## src/rtl/adc_rd_pkg.sv

```systemverilog
package adc_rd_pkg;
  localparam int FRAME_LEN = 24;
  localparam int LEAD_LEN  = 8;
  localparam int CODE_W    = 14;
  localparam int SUBB_W    = 2;
  localparam int ACQ_FALLS = 6;
  localparam int EDGE_W    = $clog2(FRAME_LEN + 1);

  typedef enum logic [1:0] {
    ST_IDLE  = 2'd0,
    ST_SETUP = 2'd1,
    ST_CLOCK = 2'd2
  } frame_st_e;
endpackage

```

## src/rtl/adc_sclk_gen.sv

```systemverilog
module adc_sclk_gen #(
  parameter int DIV_W = 8
) (
  input  logic             clk,
  input  logic             rst_n,
  input  logic             run,
  input  logic [DIV_W-1:0] half_div,
  output logic             sclk,
  output logic             rise_p,
  output logic             fall_p
);
  logic [DIV_W-1:0] phase_q, phase_d, half_m1;
  logic             sclk_q, sclk_d, rise_q, rise_d, fall_q, fall_d, tick;

  always_comb begin
    half_m1 = (half_div == '0) ? '0 : half_div - DIV_W'(1);
    tick    = run && (phase_q == half_m1);
    phase_d = (!run || tick) ? '0 : phase_q + DIV_W'(1);
    sclk_d  = run && (tick ? !sclk_q : sclk_q);
    rise_d  = tick && !sclk_q;
    fall_d  = tick && sclk_q;
  end

  always_ff @(posedge clk or negedge rst_n) begin
    if (!rst_n) begin
      phase_q <= '0;
      sclk_q  <= 1'b0;
      rise_q  <= 1'b0;
      fall_q  <= 1'b0;
    end else begin
      phase_q <= phase_d;
      sclk_q  <= sclk_d;
      rise_q  <= rise_d;
      fall_q  <= fall_d;
    end
  end

  assign sclk   = sclk_q;
  assign rise_p = rise_q;
  assign fall_p = fall_q;

  AST_EDGE_NOT_IDLE: assert property (@(posedge clk) disable iff (!rst_n)
    !run |=> !sclk_q) else $error("sclk rose without run");
endmodule

```

## src/rtl/adc_rx_shift.sv

```systemverilog
module adc_rx_shift
  import adc_rd_pkg::*;
(
  input  logic                 clk,
  input  logic                 rst_n,
  input  logic                 clear,
  input  logic                 sample,
  input  logic                 miso,
  output logic [FRAME_LEN-1:0] word
);
  logic [FRAME_LEN-1:0] sh_q, sh_d;

  always_comb begin
    sh_d = sh_q;
    if (clear)       sh_d = '0;
    else if (sample) sh_d = {sh_q[FRAME_LEN-2:0], miso};
  end

  always_ff @(posedge clk or negedge rst_n) begin
    if (!rst_n) sh_q <= '0;
    else        sh_q <= sh_d;
  end

  assign word = sh_q;
endmodule

```

## src/rtl/adc_frame_ctrl.sv

```systemverilog
module adc_frame_ctrl
  import adc_rd_pkg::*;
#(
  parameter int CH_W      = 2,
  parameter int SETUP_CYC = 10,
  parameter int CSH_CYC   = 5
) (
  input  logic            clk,
  input  logic            rst_n,
  input  logic            start,
  input  logic            abort,
  input  logic            cont_en,
  input  logic [CH_W-1:0] chan_last,
  input  logic            sclk_i,
  input  logic            fall_i,
  output logic            cs_n,
  output logic            busy,
  output logic            run,
  output logic            clear,
  output logic            done,
  output logic [CH_W-1:0] mux_sel
);
  localparam int SU_W  = $clog2(SETUP_CYC + 1);
  localparam int CSH_W = $clog2(CSH_CYC + 1);
  localparam int CK_W  = $clog2(SETUP_CYC + CSH_CYC + FRAME_LEN + 2);

  frame_st_e         st_q, st_d;
  logic [SU_W-1:0]   su_q, su_d;
  logic [CSH_W-1:0]  csh_q, csh_d;
  logic [EDGE_W-1:0] fcnt_q, fcnt_d;
  logic [CH_W-1:0]   mux_q, mux_d;
  logic              cs_q, cs_d;
  logic              csh_ok, accept, last_fall, acq_fall;

  always_comb begin
    csh_ok    = (csh_q >= CSH_W'(CSH_CYC - 1));
    accept    = (st_q == ST_IDLE) && (start || cont_en) && csh_ok;
    last_fall = (st_q == ST_CLOCK) && fall_i && (fcnt_q == EDGE_W'(FRAME_LEN - 1));
    acq_fall  = (st_q == ST_CLOCK) && fall_i && (fcnt_q == EDGE_W'(ACQ_FALLS - 1));

    st_d = st_q;
    case (st_q)
      ST_IDLE:  if (accept) st_d = ST_SETUP;
      ST_SETUP: if (abort) st_d = ST_IDLE;
                else if (su_q == SU_W'(SETUP_CYC - 1)) st_d = ST_CLOCK;
      ST_CLOCK: if (abort || last_fall) st_d = ST_IDLE;
      default:  st_d = ST_IDLE;
    endcase

    su_d   = (st_q == ST_SETUP) ? su_q + SU_W'(1) : '0;
    csh_d  = (st_q != ST_IDLE) ? '0 : (csh_ok ? csh_q : csh_q + CSH_W'(1));
    fcnt_d = (st_q != ST_CLOCK) ? '0 : (fall_i ? fcnt_q + EDGE_W'(1) : fcnt_q);
    mux_d  = mux_q;
    if (acq_fall && !abort) mux_d = (mux_q >= chan_last) ? '0 : mux_q + CH_W'(1);
    cs_d   = (st_d == ST_IDLE);
  end

  always_ff @(posedge clk or negedge rst_n) begin
    if (!rst_n) begin
      st_q   <= ST_IDLE;
      su_q   <= '0;
      csh_q  <= '0;
      fcnt_q <= '0;
      mux_q  <= '0;
      cs_q   <= 1'b1;
    end else begin
      st_q   <= st_d;
      su_q   <= su_d;
      csh_q  <= csh_d;
      fcnt_q <= fcnt_d;
      mux_q  <= mux_d;
      cs_q   <= cs_d;
    end
  end

  assign cs_n    = cs_q;
  assign busy    = (st_q != ST_IDLE);
  assign run     = (st_q == ST_CLOCK) && !abort && !last_fall;
  assign clear   = accept;
  assign done    = last_fall && !abort;
  assign mux_sel = mux_q;

  // checker counters observing the pins
  logic [CK_W-1:0] hi_len, lo_len, nfall;
  logic            sclk_d1, abort_d1;

  always_ff @(posedge clk or negedge rst_n) begin
    if (!rst_n) begin
      hi_len   <= '0;
      lo_len   <= '0;
      nfall    <= '0;
      sclk_d1  <= 1'b0;
      abort_d1 <= 1'b0;
    end else begin
      sclk_d1  <= sclk_i;
      abort_d1 <= abort;
      if (cs_q) hi_len <= (hi_len == '1) ? hi_len : hi_len + CK_W'(1);
      else      hi_len <= '0;
      if (!cs_q) lo_len <= (lo_len == '1) ? lo_len : lo_len + CK_W'(1);
      else       lo_len <= '0;
      if (cs_q && !cs_d)            nfall <= '0;
      else if (sclk_d1 && !sclk_i)  nfall <= nfall + CK_W'(1);
    end
  end

  AST_SCLK_LOW_IDLE: assert property (@(posedge clk) disable iff (!rst_n)
    cs_q |-> !sclk_i) else $error("sclk high while deselected");
  AST_CS_HIGH_MIN: assert property (@(posedge clk) disable iff (!rst_n)
    $fell(cs_q) |-> (hi_len >= CK_W'(CSH_CYC))) else $error("cs high too short");
  AST_SETUP_MIN: assert property (@(posedge clk) disable iff (!rst_n)
    $rose(sclk_i) |-> (lo_len >= CK_W'(SETUP_CYC))) else $error("setup too short");
  AST_FULL_FRAME: assert property (@(posedge clk) disable iff (!rst_n)
    ($rose(cs_q) && !abort_d1) |-> (nfall == CK_W'(FRAME_LEN))) else $error("frame edges");
  AST_MUX_IN_FRAME: assert property (@(posedge clk) disable iff (!rst_n)
    !$stable(mux_q) |-> !cs_q) else $error("mux moved outside frame");
endmodule

```

## src/rtl/adc_rd_ctrl.sv

```systemverilog
module adc_rd_ctrl
  import adc_rd_pkg::*;
#(
  parameter int DIV_W     = 8,
  parameter int CH_W      = 2,
  parameter int SETUP_CYC = 10,
  parameter int CSH_CYC   = 5
) (
  input  logic              clk,
  input  logic              rst_n,
  input  logic              start,
  input  logic              abort,
  input  logic              cont_en,
  input  logic [DIV_W-1:0]  half_div,
  input  logic [CH_W-1:0]   chan_last,
  output logic              cs_n,
  output logic              sclk,
  input  logic              miso,
  output logic              busy,
  output logic              valid,
  output logic [CODE_W-1:0] code,
  output logic [SUBB_W-1:0] sub_bits,
  output logic              frame_err,
  output logic [CH_W-1:0]   mux_sel
);
  logic                 run, clear, done, rise_p, fall_p;
  logic [FRAME_LEN-1:0] word;

  adc_sclk_gen #(.DIV_W(DIV_W)) u_sclk (
    .clk(clk), .rst_n(rst_n), .run(run), .half_div(half_div),
    .sclk(sclk), .rise_p(rise_p), .fall_p(fall_p)
  );

  adc_rx_shift u_rx (
    .clk(clk), .rst_n(rst_n), .clear(clear), .sample(rise_p),
    .miso(miso), .word(word)
  );

  adc_frame_ctrl #(.CH_W(CH_W), .SETUP_CYC(SETUP_CYC), .CSH_CYC(CSH_CYC)) u_fsm (
    .clk(clk), .rst_n(rst_n), .start(start), .abort(abort), .cont_en(cont_en),
    .chan_last(chan_last), .sclk_i(sclk), .fall_i(fall_p), .cs_n(cs_n),
    .busy(busy), .run(run), .clear(clear), .done(done), .mux_sel(mux_sel)
  );

  logic [CODE_W-1:0] code_q, code_d;
  logic [SUBB_W-1:0] sub_q, sub_d;
  logic              ferr_q, ferr_d, val_q;

  always_comb begin
    code_d = code_q;
    sub_d  = sub_q;
    ferr_d = ferr_q;
    if (done) begin
      code_d = word[CODE_W+SUBB_W-1:SUBB_W];
      sub_d  = word[SUBB_W-1:0];
      ferr_d = |word[FRAME_LEN-1:FRAME_LEN-LEAD_LEN];
    end
  end

  always_ff @(posedge clk or negedge rst_n) begin
    if (!rst_n) begin
      code_q <= '0;
      sub_q  <= '0;
      ferr_q <= 1'b0;
      val_q  <= 1'b0;
    end else begin
      code_q <= code_d;
      sub_q  <= sub_d;
      ferr_q <= ferr_d;
      val_q  <= done;
    end
  end

  assign code      = code_q;
  assign sub_bits  = sub_q;
  assign frame_err = ferr_q;
  assign valid     = val_q;

  AST_VALID_PULSE: assert property (@(posedge clk) disable iff (!rst_n)
    valid |=> !valid) else $error("valid longer than one cycle");
  AST_RESULT_HELD: assert property (@(posedge clk) disable iff (!rst_n)
    !valid |-> ($stable(code) && $stable(sub_bits) && $stable(frame_err)))
    else $error("result moved without valid");
  AST_VALID_AT_CS_RISE: assert property (@(posedge clk) disable iff (!rst_n)
    valid |-> $rose(cs_n)) else $error("valid not at cs rise");
  AST_CS_LOW_BUSY: assert property (@(posedge clk) disable iff (!rst_n)
    !cs_n |-> busy) else $error("selected while not busy");
endmodule

```

## config.mk

```make
export PLATFORM = sky130hd
export DESIGN_NAME = adc_rd_ctrl
export DESIGN_NICKNAME = d
export VERILOG_FILES = /design/src/rtl/adc_rd_pkg.sv /design/src/rtl/adc_sclk_gen.sv /design/src/rtl/adc_rx_shift.sv /design/src/rtl/adc_frame_ctrl.sv /design/src/rtl/adc_rd_ctrl.sv
export SDC_FILE = /design/constraint.sdc
export NUM_CORES = 1
export LEC_CHECK = 0
export ABC_AREA = 1
export BUFFER_PORTS_ARGS = -buffer_cell sky130_fd_sc_hd__buf_2
export CORE_MARGIN = 2
export CORE_UTILIZATION = 55
export CTS_CLUSTER_DIAMETER = 150
export DETAILED_ROUTE_END_ITERATION = 10
export PLACE_DENSITY = 0.76
export SYNTH_ARGS = -nofsm -noshare
export SYNTH_HDL_FRONTEND = slang
export SYNTH_SLANG_ARGS = --single-unit
```

## constraint.sdc

```tcl
create_clock -name clk -period 4.1 [get_ports clk]
set_input_delay 0.205 -clock clk [delete_from_list [all_inputs] [get_ports clk]]
set_output_delay 0.205 -clock clk [all_outputs]
set_load 0.03 [all_outputs]
```

== After elaboration in Yosys (flattened, before gate mapping) ==
Cells that the tools add are included.
Word-level totals
  flip-flop bits (word level): 70
  logic and storage cells: 74
  output and inout port bits: 23
  input bits: 16
Cells by class
  eq/ne operators: 8
  magnitude comparators: 2
  reductions and logical operators: 27
  add/subtract/negate cells: 6
  mux-type cells: 16
Operators by type and width (count)
  two-way mux 24 bit: 2
  two-way mux 8 bit: 2
  logical AND 1 bit: 13
  two-way mux 2 bit: 5
  two-way mux 5 bit: 2
  adder 8 x 1 -> 8 bit (second input constant): 1
  equality test 8 bit: 1
  zero test 8 bit: 1
  OR reduction 8 bit: 1
  subtractor 8 x 1 -> 8 bit (second input constant): 1
  two-way mux 3 bit: 2
  one-hot mux 2 bit (3 select lines): 1
  nonzero test 2 bit: 3
  adder 5 x 1 -> 5 bit (second input constant): 1
  equality test 5 x 3 -> 1 bit (second input constant): 1
  equality test 5 bit (second input constant): 1
  adder 4 x 1 -> 4 bit (second input constant): 1
  equality test 4 bit (second input constant): 1
  zero test 1 bit: 4
  zero test 2 bit: 2
  two-way mux 4 bit: 1
  != test 2 bit (second input constant): 2
  adder 3 x 1 -> 3 bit (second input constant): 1
  greater-or-equal comparator 3 bit (second input constant): 1
  6 further kinds: 8

== Longest topological paths before layout ==
Gate-level depths: netlist of run 1.
  depth after elaboration: 8
  gate-level depth with buffers: 15
  gate-level depth less buffers: 15

== Hierarchy ==
From an unflattened synthesis of run 1, not the netlist that was laid out.
Unflattened totals
  cells, all modules: 394
  area, all modules: 3500.9 µm²
By module, submodules not included
  adc_rx_shift: cells each 105, instances 1, sequential area each 600.6 µm², area an instance 969.7 µm²
  adc_frame_ctrl: cells each 119, instances 1, sequential area each 426.7 µm², area an instance 942.2 µm²
  adc_sclk_gen: cells each 125, instances 1, sequential area each 275.3 µm², area an instance 858.3 µm²
  adc_rd_ctrl: cells each 45, instances 1, sequential area each 450.4 µm², area an instance 730.7 µm²

== Worst setup path after synthesis of run 1 ==
OpenSTA, ideal clock, no wires.
  path type: input to register
  from: input half_div[0]
  to: register u_sclk.sclk_q (netlist: u_sclk.sclk)
  data required time: 4027 ps
  library setup time: 73 ps
  stages on the path: 15
  path buffers: 1
  arrival time: 1754 ps
  slack: 2274 ps
  cells stage by stage: inv_1 -> ha_1 -> nand2_1 -> nor2_2 -> nand2_2 -> buf_6 -> nand3_1 -> nand2_1 -> nor2_1 -> nand2_1 -> nor2_2 -> nand2_2 -> nor2_1 -> ha_1 -> nor2_1
Between the ends
  cells in the longest elaborated chain, start to end: 6
  elaborated cells between the ends (all ways): 7
  classes of those cells: add/sub (1); eq/ne (1); mux (2); reduce/logical (3)
RTL lines
  start: declaration: RTL line adc_rd_ctrl.sv:14  | input logic [DIV_W-1:0] half_div,
  subtractor 8 x 1 -> 8 bit or zero test 8 bit (tied branches): RTL line adc_sclk_gen.sv:16  | half_m1 = (half_div == '0) ? '0 : half_div - DIV_W'(1);
  two-way mux 8 bit *: RTL line adc_sclk_gen.sv:16
  equality test 8 bit *: RTL line adc_sclk_gen.sv:17  | tick = run && (phase_q == half_m1);
  logical AND 1 bit *: RTL line adc_sclk_gen.sv:17
  two-way mux 1 bit *: RTL line adc_sclk_gen.sv:19  | sclk_d = run && (tick ? !sclk_q : sclk_q);
  logical AND 1 bit *: RTL line adc_sclk_gen.sv:19
  via u_sclk.sclk_d: RTL line adc_sclk_gen.sv:13  | logic sclk_q, sclk_d, rise_q, rise_d, fall_q, fall_d, tick;
  end signal: assignment: RTL line adc_sclk_gen.sv:32  | sclk_q <= sclk_d;
  end: declaration: RTL line adc_sclk_gen.sv:13
The timed path passes the listed nets; every way through them passes the cells marked *.
A chain may end at the register's enable or synchronous reset.

== Worst setup path in the final report of run 1 ==
  from: register u_fsm.st_q[0]
  to: register u_rx.sh_q[15] (netlist: u_rx.word[15])
Between the ends
  cells in the longest elaborated chain, start to end: 4
  elaborated cells between the ends (all ways): 5
  classes of those cells: mux (1); reduce/logical (4)
RTL lines
  start: declaration: RTL line adc_frame_ctrl.sv:27  | frame_st_e st_q, st_d;
  start signal: assignment: RTL line adc_frame_ctrl.sv:67  | st_q <= st_d;
  zero test 2 bit *: RTL line adc_frame_ctrl.sv:37  | accept = (st_q == ST_IDLE) && (start || cont_en) && csh_ok;
  logical AND 1 bit * (2 in series): RTL line adc_frame_ctrl.sv:37
  two-way mux 24 bit or nonzero test 2 bit (tied branches)
  end signal: assignment: RTL line adc_rx_shift.sv:20  | if (!rst_n) sh_q <= '0;
  end signal: assignment: RTL line adc_rx_shift.sv:21  | else sh_q <= sh_d;
  end: declaration: RTL line adc_rx_shift.sv:11  | logic [FRAME_LEN-1:0] sh_q, sh_d;
Mark *: on every way between the ends. The rest lies on a longest branch, timed or not.

==> results of run 1 <==
area by class of cell:
type	count	area share [%]
inverters	86	8.58
clock buffers	11	3.49
well taps	75	2.49
multi-input cells	234	32.9
clock inverters	4	0.665
repair buffers	39	5.25
flip-flops and latches	70	46.6
final timing paths:
kind	from	endpoint	slack [ps]	cells past startpoint
max	u_fsm.st_q[0]	u_rx.word[15]	1660	6
max reg2reg	u_fsm.st_q[0]	u_rx.word[15]	1660	6
min in group clk	abort	valid	70	2
min	rst_n	code[12]	-20	1
max in group asynchronous	rst_n	u_sclk.sclk	3210	2
min reg2reg	u_rx.word[8]	u_rx.word[9]	480	2
worst max-delay path, cell delays in order, from the launching register on:
cell      delay, ps
dfrtp_1         400
nor2_1          260
o211ai_2        480
nand2_1         770
nor2_1          120
a31oi_1         210
inv_1            70
registers in the layout, summed over array words and instances (netlist names):
| name | count |
|---|---|
| u_sclk.fall_p | 1 |
| u_fsm.su_q | 4 |
| u_fsm.mux_sel | 2 |
| u_fsm.st_q | 2 |
| u_fsm.csh_q | 3 |
| valid | 1 |
| code | 14 |
| u_sclk.rise_p | 1 |
| sub_bits | 2 |
| frame_err | 1 |
| u_sclk.phase_q | 8 |
| u_fsm.cs_n | 1 |
| u_rx.word | 24 |
| u_fsm.fcnt_q | 5 |
| u_sclk.sclk | 1 |
Yosys cell counts (2+ instances only):
cell type and n:
nand2_2 2, buf_2 5, nand4_1 7, nor2_2 5
nor4_1 2, clkbuf_1 4, ha_1 11, o21ai_0 10
nand3_1 12, nor2_1 57, a31oi_1 25, xor2_1 9
dfrtp_1 69, a21oi_1 6, o21ai_1 16, nor3_1 5
inv_1 85, o31ai_1 2, nand2_1 56
metal layers:
metal / GRT usage [%] / vias up / part of all wire (%)
li1: - / 1338 / -
met1: 26.3 / 1215 / 48
met2: 31.6 / 48 / 46
met3: 4.89 / 10 / 4.5
met4: 9.33 / 0 / 2.0
met5: 0 / - / 0
where the power goes:
| group | switching [W] | internal, W |
|---|---|---|
| clock network | 0.000242 | 0.000214 |
| logic | 0.000174 | 0.0000644 |
| registers | 0.0000291 | 0.000735 |
per-stage QoR:
step	area, µm²	total power, W
2_1_floorplan	3370	0.000944
3_3_place_gp	3610	0.00101
3_5_place_dp	3610	0.00102
4_1_cts	3760	0.00147
5_1_grt	3760	0.00154
6_report	3760	0.00146
logic make-up (layout without fill, tap and decap cells):
kind of cell | after synthesis | count (layout) | synth area share, %
xor+xnor | 10 | 10 | 2.60
compound gates | 62 | 62 | 10.7
flops | 70 | 70 | 52.0
fa+ha+maj | 11 | 11 | 4.08
buf+inv | 97 | 140 | 11.2
simple gates | 151 | 151 | 19.5
==> impl_metrics.tcl, run 1 <==
set metrics [dict create \
    min_period_ps 2440 \
    gp_congestion 0.821 \
    synth_top_area_share_pct 51.2 \
    worstPathRequired_ps 4330 \
    synth.avg_cell_area_um2 8.41 \
    syn_to_final_growth_pct 11.7 \
    cts_setup_buffers 0 \
    avgViaCountPerCell 5.03 \
    clockRootBuffer "clkbuf_8" \
    maxSlewViolCount 0 \
    grt_usage_pct 20.1 \
    critPathKind "flop to flop" \
    drt_drc_violations_left 0 \
    syn_area_um2 3370 \
    cp_max_fo 26 \
    syn_inst 401 \
    stdcell_count 519 \
    hold_viol_final 40 \
    pre_cts_ws_ps 1700 \
    syn_nets 428 \
    antenna_cells 0 \
    timing.fmax_mhz 410 \
    rows 28 \
    grt_pass1_vias 2413 \
    startpoint_type "flop" \
    die_y_um 82.3 \
    p_leak_nw 2.04 \
    cts_tree "built" \
    clk_latency_ps 350 \
    fin_crit_sh_pct 59.4 \
    powerDensity_nw_per_um2 388 \
    async_flop_share_pct 100 \
    wl_per_cell_um 11.8 \
    io_pins 39 \
    timing.final.ws_setup_ps 1660 \
    initial_utilization_pct 56.9 \
    synth_cell_type_count 32 \
    whs_ps -23.5 \
    grt_antenna_before_repair 0 \
    vias 2611 \
    rsz0062_at_grt "no" \
    synth-edff-count 0 \
    tightest_slew_ps 1040 \
    path_clk_slew_ps 80 \
    hpwlAfterDp_mm 4.33 \
    ir_worst_vdd_uv 378 \
    fillers 511 \
    grt_pass1_wl_mm 10.3 \
    drive_gt1_share_pct 14.9 \
    dp.cells 504 \
    nNetsFinal 467 \
    cts_buffers 9 \
    first_pass_iters 4 \
    multi_input_area_um2 1240 \
    ys_ff_latch 70 \
    min-delay-path-class "input port to asynchronous set/reset pin" \
    core_area_um2 5920 \
    clock_sinks 70 \
    synth.area.top_cells "dfrtp_1 51%, inv_1 9.5%, nor2_1 6.3%" \
    setup_viol 0 \
    slew_headroom_pct 30.6 \
    fin_util_pct 63.6 \
    outcome "finished with violations" \
    antenna_left 0 \
    yosys_warnings 0 \
    synth_top_area_cell "dfrtp_1" \
    cts.repair.resized 0 \
    ctsLongestPathBuffers 2 \
    synthFlopType "dfrtp_1" \
    grt_max_degree 43 \
    die-area_um2 6770 \
    mostFrequentLayoutCells "85 x inv_1, 69 x dfrtp_1, 57 x nor2_1" \
    drt_iter0_markers 126 \
    violations "hold timing" \
    maxCapViolations 0 \
    endpoint_kind "flop" \
    skew_ps 12.2 \
    port_buffers 38 \
    overflow 0 \
    final_common_cell "inv_1" \
    fp.dieW_um 82.3 \
    hold_buffers 0 \
    h-tree-depth 3 \
    ys_seq_area_share_pct 52.0 \
    cp_data_arrival_time_ps 2660 \
    wirelength_mm 6.10 \
    layout.area.seq_um2 1750 \
    fin_tns_setup_ps 0 \
]
No activity file was read; power rests on OpenSTA's default activity.
==> run 2, diff against run 1 <==
Clock period 4.1 ns to 2.3 ns, I/O delays scaled along.
==> run 2 against run 1 <==
  * The flow now finishes without violations
  * Cell area is 2.4% higher
  * Global-route usage is 0.11 points lower
  * Non-clock buffer count up 6
  * Count of clock-buffer cells in the layout shrank 1
  * Via count up 0.73%
  * Clock power is 100% higher
  * Critical path type is now input port to flop
  * Largest cell class unchanged
  * Largest power group unchanged
==> impl_metrics.tcl, run 2 (synthesis gave the netlist of run 1 again) <==
set metrics [dict create \
    clockRootBuffer "clkbuf_8" \
    placed_cell_area_um2 3640 \
    grt_antenna_before_repair 0 \
    fin_tns_setup_ps 0 \
    final_area_um2 3850 \
    worstPathRequired_ps 2580 \
    min-delay-path-class "input port to flop" \
    slew_headroom_pct 67.4 \
    cp_data_arrival_time_ps 1940 \
    maxCapViolations 0 \
    grt_pass1_vias 2430 \
    fin_crit_sh_pct 72.2 \
    gp_congestion 0.850 \
    startpoint_type "input port" \
    setup_viol 0 \
    path_clk_slew_ps 80 \
    maxSlewViolCount 0 \
    endpoint_kind "flop" \
    ir_worst_vdd_uv 546 \
    tightest_slew_ps 488 \
    ff2ff_path_depth 8 \
    drt_iter0_markers 126 \
    die_y_um 82.3 \
    cts_tree "built" \
    cts_setup_buffers 0 \
    h-tree-depth 3 \
    clock_sinks 70 \
    avgViaCountPerCell 5.00 \
    wl_per_cell_um 11.6 \
    grt_max_degree 71 \
    first_pass_iters 4 \
    hpwlAfterDp_mm 4.25 \
    core_area_um2 5920 \
    grt_usage_pct 20.0 \
    syn_to_final_growth_pct 14.4 \
    rows 28 \
    p_total_w 0.00273 \
    timing.fmax_mhz 602 \
    p_leak_nw 2.09 \
    antenna_cells 0 \
    nNetsFinal 473 \
    ctsLongestPathBuffers 2 \
    vias 2630 \
    cp_max_fo 12 \
    skew_ps 13.7 \
    powerDensity_nw_per_um2 708 \
    largest_reg_flops 24 \
    cts_buffers 9 \
    critPathKind "input port to flop" \
    initial_utilization_pct 56.9 \
    io_pins 39 \
    fp.dieW_um 82.3 \
    clk_latency_ps 360 \
    drt_drc_violations_left 0 \
    hold_viol_final 0 \
    port_buffers 38 \
    antenna_left 0 \
    wirelength_mm 6.12 \
    overflow 0 \
    drive_gt1_share_pct 16.0 \
    min_period_ps 1660 \
    outcome "finished, final reports clean" \
    rsz0062_at_grt "no" \
    die-area_um2 6770 \
    holdPathStages 5 \
    grt_pass1_wl_mm 10.2 \
    final_common_cell "inv_1" \
    mostFrequentLayoutCells "85 x inv_1, 69 x dfrtp_1, 57 x nor2_1" \
]
## run 2: cell types whose count changed in the layout (fill, tap and decap cells not counted)
cell / before / now
clkinv_4: 0 / 1
clkinv_2: 2 / 1
dlygate4sd3_1: 0 / 3
clkbuf_1: 2 / 0
clkbuf_8: 9 / 10
buf_4: 1 / 3
inv_6: 0 / 1
clkinvlp_4: 2 / 3
buf_12: 0 / 1
## run 2: repair_timing
| item | in CTS | in global routing |
|---|---|---|
| hold buffers | 3 | 0 |
| resized for setup | 0 | 0 |
| hold endpoints to repair | 71 | 0 |
## run 2: power by group
group          leakage [nW]  switching (W)  internal (W)  total [W]
clock                0.0849       0.000489      0.000423   0.000913
combinational          1.08       0.000320      0.000136   0.000455
sequential            0.923      0.0000514       0.00131    0.00136
total                  2.09       0.000860       0.00187    0.00273
## run 2: area by class of cell
class,count,area [µm²]
fillers,494,2070
inverters,86,323
clock inverters,6,45.0
repair buffers,45,263
well taps,75,93.8
clock buffers,10,138
flip-flops and latches,70,1750
multi-input cells,234,1240
## run 2: worst max-delay path, cell delays in order
cell,delay [ps]
buf_2,100
inv_1,100
ha_1,240
nand2_1,90
nor2_2,140
nand2_2,160
nand2_1,110
xor2_1,150
nand2_1,60
nor2_1,110
nand2_2,90
nor2_1,130
ha_1,250
nor2_1,100
## run 2: path summary, 6_finish.rpt
check | startpoint | end | slack (ps)
max in group asynchronous | rst_n | u_fsm.cs_n | 1680
min in group asynchronous | rst_n | u_fsm.mux_sel[1] | 300
max | half_div[0] | u_sclk.sclk | 640
min | chan_last[0] | u_fsm.mux_sel[1] | 220
max reg2reg | u_fsm.st_q[0] | code[5] | 640
min reg2reg | u_rx.word[8] | u_rx.word[9] | 470
## run 2: metal layers
metal	part of all wire [%]	GRT usage (%)
met1	47	24.5
met3	3.1	4.24
met5	0	0
met2	47	33.8
met4	2.1	9.17
## run 2: through the flow
stage          utilization (%)  setup WS (ps)  hold WS [ps]  cells
5_1_grt                   65.1            397           302    526
3_3_place_gp              61.5            351           164    507
6_report                  65.1            638           217    526
4_1_cts                   65.1            632           214    526
2_1_floorplan                -            564          -181    401
3_5_place_dp              61.5            276           168    507
==> run 3, diff against run 2 <==
Settings changed: ABC_AREA 1 to 0, CORE_UTILIZATION 55 to 52, PLACE_DENSITY 0.76 to 0.75.
Clock period 2.3 ns to 1.4 ns, I/O delays scaled along.
==> run 3 against run 2 <==
  * The flow now finishes with violations (setup timing)
  * Register-to-register slack worse by 1100 ps
  * Non-clock buffer count up 50
  * Via count shrank 3.6%
  * Count of clock-buffer cells in the layout unchanged
  * Sequential share of layout area fell by 6.1 points
  * Critical path type is now flop to flop
  * Largest power group unchanged
  * First-iteration DRC count shrank 1.6%
  * Utilization increased by 5.8 points
  * Final cell count decreased by 11%
  * Clock power grew 59%
  * Clock skew about the same
  * Synthesized cell count is 27% lower
  * Sequential cell count unchanged
==> impl_metrics.tcl, run 3 <==
set metrics [dict create \
    port_buffers 38 \
    clockRootBuffer "clkbuf_8" \
    vias 2536 \
    ctsLongestPathBuffers 2 \
    synthSimpleGateAreaFrac_pct 15.0 \
    cp_data_arrival_time_ps 2110 \
    fp.dieW_um 84 \
    r2r-end "u_sclk.sclk" \
    die_y_um 84 \
    hpwlAfterDp_mm 4.52 \
    wirelength_mm 6.86 \
    synth.avg_cell_area_um2 11.4 \
    cts_tree "built" \
    rsz0062_at_grt "yes" \
    die-area_um2 7060 \
    clk_latency_ps 340 \
    ir_worst_vdd_uv 839 \
    wl_met1_mm 2.93 \
    io_pins 39 \
    r2r_setup_slack_ps -440 \
    synth_common_cells "69 x dfrtp_1, 46 x nor2_1, 26 x mux2i_1, 16 x mux2_2, 12 x xor2_1" \
    wl_per_cell_um 14.7 \
    crit_start "u_sclk.phase_q[2]" \
    p_seq_share_pct 49.4 \
    synth_top_family_by_area "simple AND/OR/NAND/NOR gates" \
    switchingPower_w 0.00128 \
    yosys_warnings 0 \
    rows 29 \
    timing.fmax_mhz 543 \
    synth_compound_area_share_pct 7.07 \
    fillers 442 \
    startpoint_type "flop" \
    synth_top_area_share_pct 51.9 \
    crit_slowest_cell "dfrtp_1" \
    min_period_ps 1840 \
    h-tree-depth 3 \
    maxCapViolations 0 \
    drive_gt1_share_pct 40.3 \
    skew_ps 13.5 \
    p_int_w 0.00318 \
    ys_seq_area_share_pct 52.7 \
    syn_to_final_growth_pct 33.8 \
    cts_buffers 9 \
    outcome "finished with violations" \
    overflow 0 \
    timing.final.ws_setup_ps -442 \
    nNetsFinal 412 \
    gp_congestion 0.859 \
    layout.area.seq_um2 1750 \
    final_area_um2 4450 \
    grt_antenna_before_repair 0 \
    fin_crit_sh_pct 132 \
    ff2ff_path_depth 7 \
    setup_viol 28 \
    syn_nets 318 \
    clock_sinks 70 \
    min-delay-path-class "input port to flop" \
    slew_headroom_pct 68.2 \
    grt_pass1_vias 2706 \
    worstPathRequired_ps 1670 \
    syn_area_um2 3330 \
    synth_cell_type_count 51 \
    tightest_slew_ps 471 \
    endpoint_kind "flop" \
    synthXorXnorAreaFrac_pct 5.26 \
    synth.area.top_cells "dfrtp_1 52%, mux2i_1 7.8%, mux2_2 5.4%" \
    violations "setup timing" \
    p_leak_nw 2.13 \
    maxSlewViolCount 0 \
    synth-edff-count 0 \
    ys_ff_latch 70 \
    path_cells "or3b_4 -> a22o_1 -> o32ai_2 -> o221a_1 -> and4_4 -> ha_4 -> nor2_2" \
    holdPathStages 2 \
    synth_most_common_cell "dfrtp_1" \
    cp_slowest_stage_delay_ps 380 \
    path_clk_slew_ps 70 \
    core_area_um2 6280 \
    grt_pass1_wl_mm 12.2 \
    fin_util_pct 70.9 \
    mostFrequentLayoutCells "68 x dfrtp_1, 47 x buf_4, 43 x nor2_1" \
    cp_max_fo 2 \
    worstReg2RegStart "u_sclk.phase_q[2]" \
    drt_iter0_markers 124 \
    switching_share_pct 28.6 \
    hold_viol_final 0 \
    synthFlopType "dfrtp_1" \
    grt_usage_pct 21.7 \
    wl_met3_um 223 \
    cp-endpoint "u_sclk.sclk" \
    grt_max_degree 71 \
    avgViaCountPerCell 5.43 \
    routed.top_layer "met4" \
    antenna_left 0 \
    syn_inst 291 \
    largest_reg_flops 24 \
    crit_family "simple AND/OR/NAND/NOR gates" \
    initial_utilization_pct 53.0 \
    antenna_cells 0 \
    first_pass_iters 4 \
    p_total_w 0.00445 \
    multi_input_area_um2 1680 \
    async_flop_share_pct 100 \
    critPathKind "flop to flop" \
    placed_cell_area_um2 3990 \
    worst-path-stages 7 \
    synth_top_area_cell "dfrtp_1" \
    power_frac_comb_pct 18.0 \
    synth_fa_ha_area_share_pct 4.14 \
    wl_met2_mm 3.59 \
    path_buf_inv 0 \
    synth_mux_area_share_pct 13.2 \
    clockPowerShare_pct 32.6 \
    drt_drc_violations_left 0 \
    final_common_cell "dfrtp_1" \
    powerDensity_nw_per_um2 1000 \
]
[run 3: cell types whose count changed after synthesis, sizes merged, moves of 16 or more]
cell / change
mux2i: +26
o21ai: -23
mux2: +16
a31oi: -20
nand2: -51
nor2: -17
inv: -79
[run 3: power by group through the flow]
stage | combinational (W) | sequential, W | clock [W]
after floorplan | 0.000412 | 0.00226 | 0
after global placement | 0.000737 | 0.00224 | 0
after detailed placement | 0.000771 | 0.00224 | 0
after CTS | 0.000809 | 0.00220 | 0.00148
after global routing | 0.000892 | 0.00222 | 0.00158
final | 0.000801 | 0.00220 | 0.00145
[run 3: metal layers]
layer / up-vias / global-route usage (%)
li1: 1220 / -
met1: 1262 / 27.4
met4: 0 / 8.06
met5: - / 0
met3: 10 / 5.54
met2: 44 / 35.9
[run 3: timing repair]
action	CTS	global route
pin swaps	11	6
hold buffers	2	0
buffers inserted	4	5
cloned	2	0
endpoints found under the setup margin	30	33
endpoints found under the hold margin	70	0
resized for setup	41	7
[run 3: through the flow]
| stage | hold slack, ps | setup WS (ps) | std cells | setup TNS, ps |
|---|---|---|---|---|
| 3_3_place_gp | 121 | -814 | 439 | -9600 |
| 3_5_place_dp | 117 | -836 | 439 | -10270 |
| 4_1_cts | 51.0 | -438 | 462 | -7600 |
| 6_report | 66.6 | -442 | 467 | -7890 |
| 5_1_grt | 68.8 | -540 | 467 | -9960 |
| 2_1_floorplan | -226 | -736 | 291 | -13070 |
[run 3: how the worst min path moves through the flow]
stage	start	endpoint	slack (ps)
after floorplan	rst_n	code[0]	-230
after global placement	rst_n	u_rx.word[16]	120
after detailed placement	rst_n	code[13]	120
after CTS	abort	u_fsm.st_q[1]	50
after global routing	abort	u_fsm.st_q[1]	70
final	abort	u_fsm.st_q[1]	70
[run 3: final cells by class]
cell class / instances / share of cell area (%)
clock buffer: 10 / 3.09
timing repair buffer: 95 / 15.5
inverter: 7 / 0.983
tap: 77 / 2.16
clock inverter: 6 / 1.01
multi-input combinational: 202 / 37.8
sequential: 70 / 39.4
[run 3: kinds of logic after synthesis]
group	Yosys count
buffers and inverters	19
and+or+nand+nor	98
adders and majority gates	11
xor gates and xnor gates	20
muxes	42
DFF	70
AOI/OAI and AO/OA	31
[run 3: worst reg2reg max path: stages, from the launching register on]
cell and delay (ps):
dfrtp_1 380, or3b_4 370, a22o_1 210, o32ai_2 90, o221a_1 220, and4_4 230, ha_4 200, nor2_2 70
